[src/rtl/stsreg_pkg.sv]
package stsreg_pkg;
  localparam int STAT_W   = 16;
  localparam int N_STICKY = 5;

  localparam int POS_DPE  = 15;
  localparam int POS_SSE  = 14;
  localparam int POS_RMA  = 13;
  localparam int POS_RTA  = 12;
  localparam int POS_STA  = 11;
  localparam int POS_DEVL = 9;
  localparam int POS_MDPE = 8;
  localparam int POS_FBB  = 7;

  localparam logic [1:0] DEVSEL_MEDIUM = 2'b01;

  typedef enum logic [2:0] {
    SK_DPE  = 3'd0,
    SK_SSE  = 3'd1,
    SK_RMA  = 3'd2,
    SK_RTA  = 3'd3,
    SK_MDPE = 3'd4
  } sticky_e;

  function automatic int sticky_pos(input int k);
    case (k)
      0: return POS_DPE;
      1: return POS_SSE;
      2: return POS_RMA;
      3: return POS_RTA;
      default: return POS_MDPE;
    endcase
  endfunction

  function automatic logic parity_fail(input logic folded, input logic par_bit);
    return folded ^ par_bit;
  endfunction
endpackage

[src/rtl/stsreg_parchk.sv]
module stsreg_parchk #(
  parameter int AD_W  = 32,
  parameter int CBE_W = 4
) (
  input  logic             clk,
  input  logic             rst_n,
  input  logic             rd_dphase,
  input  logic [AD_W-1:0]  ad,
  input  logic [CBE_W-1:0] cbe,
  input  logic             par,
  output logic             rd_par_err
);
  import stsreg_pkg::*;

  logic pend_q;
  logic fold_q;

  always_ff @(posedge clk or negedge rst_n) begin
    if (!rst_n) begin
      pend_q <= 1'b0;
      fold_q <= 1'b0;
    end else begin
      pend_q <= rd_dphase;
      fold_q <= rd_dphase & (^{ad, cbe});
    end
  end

  assign rd_par_err = pend_q & parity_fail(fold_q, par);
endmodule

[src/rtl/stsreg_gate.sv]
module stsreg_gate
  import stsreg_pkg::*;
(
  input  logic                addr_perr,
  input  logic                rd_par_err,
  input  logic                wr_tgt_perr,
  input  logic                mst_abort,
  input  logic                tgt_abort,
  input  logic                serr_en,
  input  logic                perr_resp,
  output logic                dpe_evt,
  output logic [N_STICKY-1:0] set_vec
);
  always_comb begin
    dpe_evt = rd_par_err | wr_tgt_perr;
    set_vec = '0;
    set_vec[SK_DPE]  = dpe_evt;
    set_vec[SK_SSE]  = addr_perr & serr_en & perr_resp;
    set_vec[SK_RMA]  = mst_abort;
    set_vec[SK_RTA]  = tgt_abort;
    set_vec[SK_MDPE] = dpe_evt & perr_resp;
  end
endmodule

[src/rtl/stsreg_sticky.sv]
module stsreg_sticky
  import stsreg_pkg::*;
#(
  parameter int N = N_STICKY
) (
  input  logic                clk,
  input  logic                rst_n,
  input  logic [N-1:0]        set_vec,
  input  logic                wr_en,
  input  logic [STAT_W/8-1:0] wr_be,
  input  logic [STAT_W-1:0]   wr_data,
  output logic [N-1:0]        q
);
  for (genvar k = 0; k < N; k++) begin : g_bit
    localparam int POS = sticky_pos(k);
    logic clr;
    assign clr = wr_en & wr_be[POS/8] & wr_data[POS];
    always_ff @(posedge clk or negedge rst_n) begin
      if (!rst_n)          q[k] <= 1'b0;
      else if (set_vec[k]) q[k] <= 1'b1;
      else if (clr)        q[k] <= 1'b0;
    end
  end
endmodule

[src/rtl/stsreg_top.sv]
module stsreg_top
  import stsreg_pkg::*;
#(
  parameter int AD_W  = 32,
  parameter int CBE_W = 4
) (
  input  logic              clk,
  input  logic              hard_rst_n,
  input  logic              soft_rst,
  input  logic              ctl_stop,
  input  logic              cmd_serr_en,
  input  logic              cmd_perr_resp,
  input  logic              addr_perr,
  input  logic              rd_dphase,
  input  logic [AD_W-1:0]   ad,
  input  logic [CBE_W-1:0]  cbe,
  input  logic              par,
  input  logic              wr_tgt_perr,
  input  logic              mst_abort,
  input  logic              tgt_abort,
  input  logic              wr_en,
  input  logic [1:0]        wr_be,
  input  logic [15:0]       wr_data,
  output logic [15:0]       stat_rd
);
  logic                rd_par_err;
  logic                dpe_evt;
  logic [N_STICKY-1:0] set_vec;
  logic [N_STICKY-1:0] sticky_q;
  logic                unused_resets;

  assign unused_resets = soft_rst ^ ctl_stop;

  stsreg_parchk #(.AD_W(AD_W), .CBE_W(CBE_W)) u_par (
    .clk(clk), .rst_n(hard_rst_n), .rd_dphase(rd_dphase),
    .ad(ad), .cbe(cbe), .par(par), .rd_par_err(rd_par_err)
  );

  stsreg_gate u_gate (
    .addr_perr(addr_perr), .rd_par_err(rd_par_err), .wr_tgt_perr(wr_tgt_perr),
    .mst_abort(mst_abort), .tgt_abort(tgt_abort), .serr_en(cmd_serr_en),
    .perr_resp(cmd_perr_resp), .dpe_evt(dpe_evt), .set_vec(set_vec)
  );

  stsreg_sticky #(.N(N_STICKY)) u_stk (
    .clk(clk), .rst_n(hard_rst_n), .set_vec(set_vec), .wr_en(wr_en),
    .wr_be(wr_be), .wr_data(wr_data), .q(sticky_q)
  );

  always_comb begin
    stat_rd = '0;
    stat_rd[POS_DPE]                = sticky_q[SK_DPE];
    stat_rd[POS_SSE]                = sticky_q[SK_SSE];
    stat_rd[POS_RMA]                = sticky_q[SK_RMA];
    stat_rd[POS_RTA]                = sticky_q[SK_RTA];
    stat_rd[POS_STA]                = 1'b0;
    stat_rd[POS_DEVL+1:POS_DEVL]    = DEVSEL_MEDIUM;
    stat_rd[POS_MDPE]               = sticky_q[SK_MDPE];
    stat_rd[POS_FBB]                = 1'b1;
  end
endmodule

[config.mk]
export PLATFORM = sky130hd
export DESIGN_NAME = stsreg_top
export DESIGN_NICKNAME = d
export VERILOG_FILES = /design/src/rtl/stsreg_pkg.sv /design/src/rtl/stsreg_parchk.sv /design/src/rtl/stsreg_gate.sv /design/src/rtl/stsreg_sticky.sv /design/src/rtl/stsreg_top.sv
export SDC_FILE = /design/constraint.sdc
export NUM_CORES = 1
export LEC_CHECK = 0
export ABC_CLOCK_PERIOD_IN_PS = 2200
export BUFFER_PORTS_ARGS = -buffer_cell sky130_fd_sc_hd__buf_2
export CORE_MARGIN = 1
export CORE_UTILIZATION = 23
export CTS_BUF_LIST = sky130_fd_sc_hd__clkbuf_2
export DETAILED_ROUTE_END_ITERATION = 8
export SLEW_MARGIN = 20
export SYNTH_ARGS = -nofsm -noshare
export SYNTH_HDL_FRONTEND = slang
export SYNTH_SLANG_ARGS = --single-unit
export TNS_END_PERCENT = 30
[constraint.sdc]
create_clock -name clk -period 2.2 [get_ports clk]
set_input_delay 0 -clock clk [delete_from_list [all_inputs] [get_ports clk]]
set_output_delay 0 -clock clk [all_outputs]
set_load 0.02 [all_outputs]
==> flow_summary.rst <==
.. list-table::
   :header-rows: 1

   * - Metric
     - Value
   * - Setup-violating endpoint count in the final report
     - 0
   * - Final Net Count
     - 203
   * - Setup repair after global routing missed its margin
     - no
   * - Commonest cells in the synthesized netlist
     - xnor2_1, buf_4, dfrtp_1, nand3_1, xor2_1
   * - Number of I/O pins
     - 83
   * - Worst supply voltage drop on vdd
     - 308 uV
   * - Average cell area after synthesis
     - 9.59 sq um
   * - CTS tree
     - done
   * - Post-placement worst setup slack
     - 859 ps
   * - Worst Setup Slack, final
     - between 1000 and 1500 ps
   * - Cell area after technology mapping
     - 681 sq um
   * - Main flop type after synthesis
     - dfrtp_1
   * - Proportion of netlist area held by the largest area contributor
     - 33.5%
   * - Status
     - finished, final reports clean
   * - Number of cells produced by synthesis
     - 71
   * - Iteration-0 DRC Markers
     - 6
   * - Global placement routability congestion
     - roughly 0.70
   * - Insertion delay of the later-clocked pin in the worst-skew pair
     - around 220 ps
   * - Number of antenna-violating nets in the routed design
     - 0
   * - Maximum buffer depth of the clock tree
     - 2
   * - Setup Total Neg Slack
     - 0 ps
   * - WP data arrival
     - 1250 ps
   * - Crit path max-delay family
     - XOR/XNOR gates
   * - Total global routing overflow
     - 0
   * - Count of final hold-check violations
     - 0
   * - Core box area
     - 2780 sq um
   * - GR Util All Layers
     - 8.51%
   * - Resize count post-CTS
     - 0
   * - Via density per instance
     - 3.90
   * - Final antenna diode count
     - 0
   * - Critical path depth
     - 6
   * - IO buf count
     - 57
   * - Delay of the slowest cell on the worst path
     - approximately 420 ps
   * - Post-synth EDFFs
     - 0
   * - Worst path bufs/invs
     - 1
   * - Largest fanout on the critical path
     - 2
   * - First-pass GRT wire length
     - 2.20 mm
   * - Remaining routing DRC violations
     - 0
   * - Die area
     - 3180 sq um
   * - Vert. Die Dim
     - 56.4 um
   * - Most common cell in the netlist
     - xnor2_1
   * - Largest area contributor in the netlist
     - xnor2_1
   * - Filler cell count in the final layout
     - 282
   * - Path type of the worst setup path
     - input pin to flop
   * - Library cells used by synthesis
     - 15
   * - Worst Hold Class
     - input pin to flop
   * - Total routed wirelength
     - 1.39 mm
   * - Clock-pin transition on the worst setup and hold timing paths
     - 70 ps
   * - Pin count of the biggest net entering global routing
     - 8
   * - Period utilisation layout
     - 50.0%
   * - DPL Wire Length
     - 1.21 mm
   * - Proportion of synthesized flip-flops having asynchronous set or reset
     - between 90% and 100%
   * - Hold path cells
     - 2
   * - CP Capture Type
     - flop
   * - Number of antenna violations at the first check in global routing
     - 0
   * - Starting density of the core
     - around a quarter
   * - Static leakage power
     - around 0.00052 uW
   * - Main area contributors after synthesis
     - xnor2_1, dfrtp_1, buf_4
   * - Fraction of final layout cells with drive strength greater than 1
     - 45.9%
   * - Power density normalized to cell area
     - around 530 nW/um^2
   * - Worst reg2reg path depth
     - 3
   * - Portion of the post-synthesis area used by sequential elements
     - 25.7%
   * - Sequence of cells on the critical path
     - buf_2 > xor2_1 > xnor2_1 > xnor3_1 > or2_2 > mux2i_1
   * - Pre-Repair DR Iteration Count
     - 5
   * - Via count of the first global-routing pass
     - 605
   * - Clk Tree Root Cell
     - clkbuf_2
   * - Slowest CP cell
     - xnor3_1
   * - Max Fclk
     - 909 MHz
   * - Number of rows created at floorplan
     - 19
   * - Flip-flop and latch count after synthesis
     - 7
   * - Syn. warnings
     - 0
   * - Max-capacitance violation count
     - 0
   * - Routed wirelength normalized by instance count
     - 8.35 um
   * - Final slew viol count
     - 0
   * - Worst endpoint required time
     - 2350 ps
   * - Worst clock skew on the final layout
     - between 2 and 3 ps
   * - Area Growth Syn to Fin
     - 50.7%
   * - Total via count in the routed design
     - 647
   * - Type of origin of the critical path
     - input pin
   * - Number of sinks on the clock net
     - 7
   * - Die outline width
     - around 56 um
   * - Number of CTS-inserted buffers
     - 3
   * - Final period demand of the worst path
     - 1100 ps
   * - Clock H-tree levels
     - 1
## metal layers
metal  vias to the layer above  global-route usage [%]  wire [um]
met4                         0                    1.05          0
met1                       280                    8.26        438
met3                         0                    1.61        103
met2                        36                    18.4        844
met5                         -                       0          0
li1                        331                       -          -
## cells by family after synthesis
family | after synthesis | share of synthesized area (%)
mux | 1 | 1.47
buf+inv | 13 | 13.2
compound gates | 5 | 5.15
flops | 7 | 25.7
other cells | 2 | 1.10
xor+xnor | 33 | 46.5
simple gates | 10 | 6.80
## path summary, 6_finish.rpt
path / from / end / slack, ps
min in group asynchronous: hard_rst_n / u_stk.q[4] / 140
hold / removal: cmd_serr_en / u_stk.q[1] / 20
setup reg to reg: u_par.fold_q / u_stk.q[4] / 1310
max in group asynchronous: hard_rst_n / u_par.fold_q / 1910
hold reg to reg: u_par.pend_q / u_stk.q[0] / 460
setup / recovery: ad[24] / u_par.fold_q / 1100
## stage by stage
stage	utilization, %	total power [uW]	std cells	hold WS [ps]	cell area, sq um
detailed placement	34.4	452	157	-162	956
finish	36.9	542	166	24.8	1030
floorplan	-	385	80	-296	714
global route	36.9	584	166	20.4	1030
CTS	36.9	552	166	23.8	1030
global placement	34.4	447	157	-163	956
## power breakdown
part / switching (uW) / internal (uW) / leakage [uW]
clock: 42.7 / 48.3 / 0.0000166
combinational: 121 / 178 / 0.000433
sequential: 6.68 / 146 / 0.0000743
## placed cells by master, fill, tap and decap left out
cell,Yosys,layout
a21o_1,2,2
a21oi_1,1,1
a32o_1,1,1
buf_2,0,57
clkbuf_2,0,4
conb_1,2,11
dfrtp_1,7,7
dlygate4sd3_1,0,5
inv_1,2,2
mux2i_1,1,1
nand2_1,4,4
nand3_1,5,5
o21ai_0,1,1
or2_2,1,1
xnor2_1,26,26
xnor3_1,2,2
xor2_1,5,5
## final cells by class
class | instances | area (sq um) | area share (%)
Multi-Input combinational cell | 60 | 449 | 43.8
Timing Repair Buffer | 62 | 335 | 32.7
Sequential cell | 7 | 175 | 17.1
Tap cell | 31 | 38.8 | 3.78
Clock buffer | 4 | 20.0 | 1.95
Inverter | 2 | 7.51 | 0.732
## sequential cells by signal (all words and copies together) (netlist names)
register / flops
u_stk.q: 5
u_par.fold_q: 1
u_par.pend_q: 1
## worst register-to-register path: cells and delay by family (launching register included)
kind	cells	cell delay (ps)
XOR/XNOR	1	140
AO/OA/AOI/OAI	2	270
flip-flops	1	370
## what timing repair did
action                     4_1_cts  5_1_grt
hold buffers                     5        0
setup endpoints to repair        0        0
buffers inserted                 0        0
hold endpoints to repair        11        0
No activity file was read; power rests on OpenSTA's default activity.
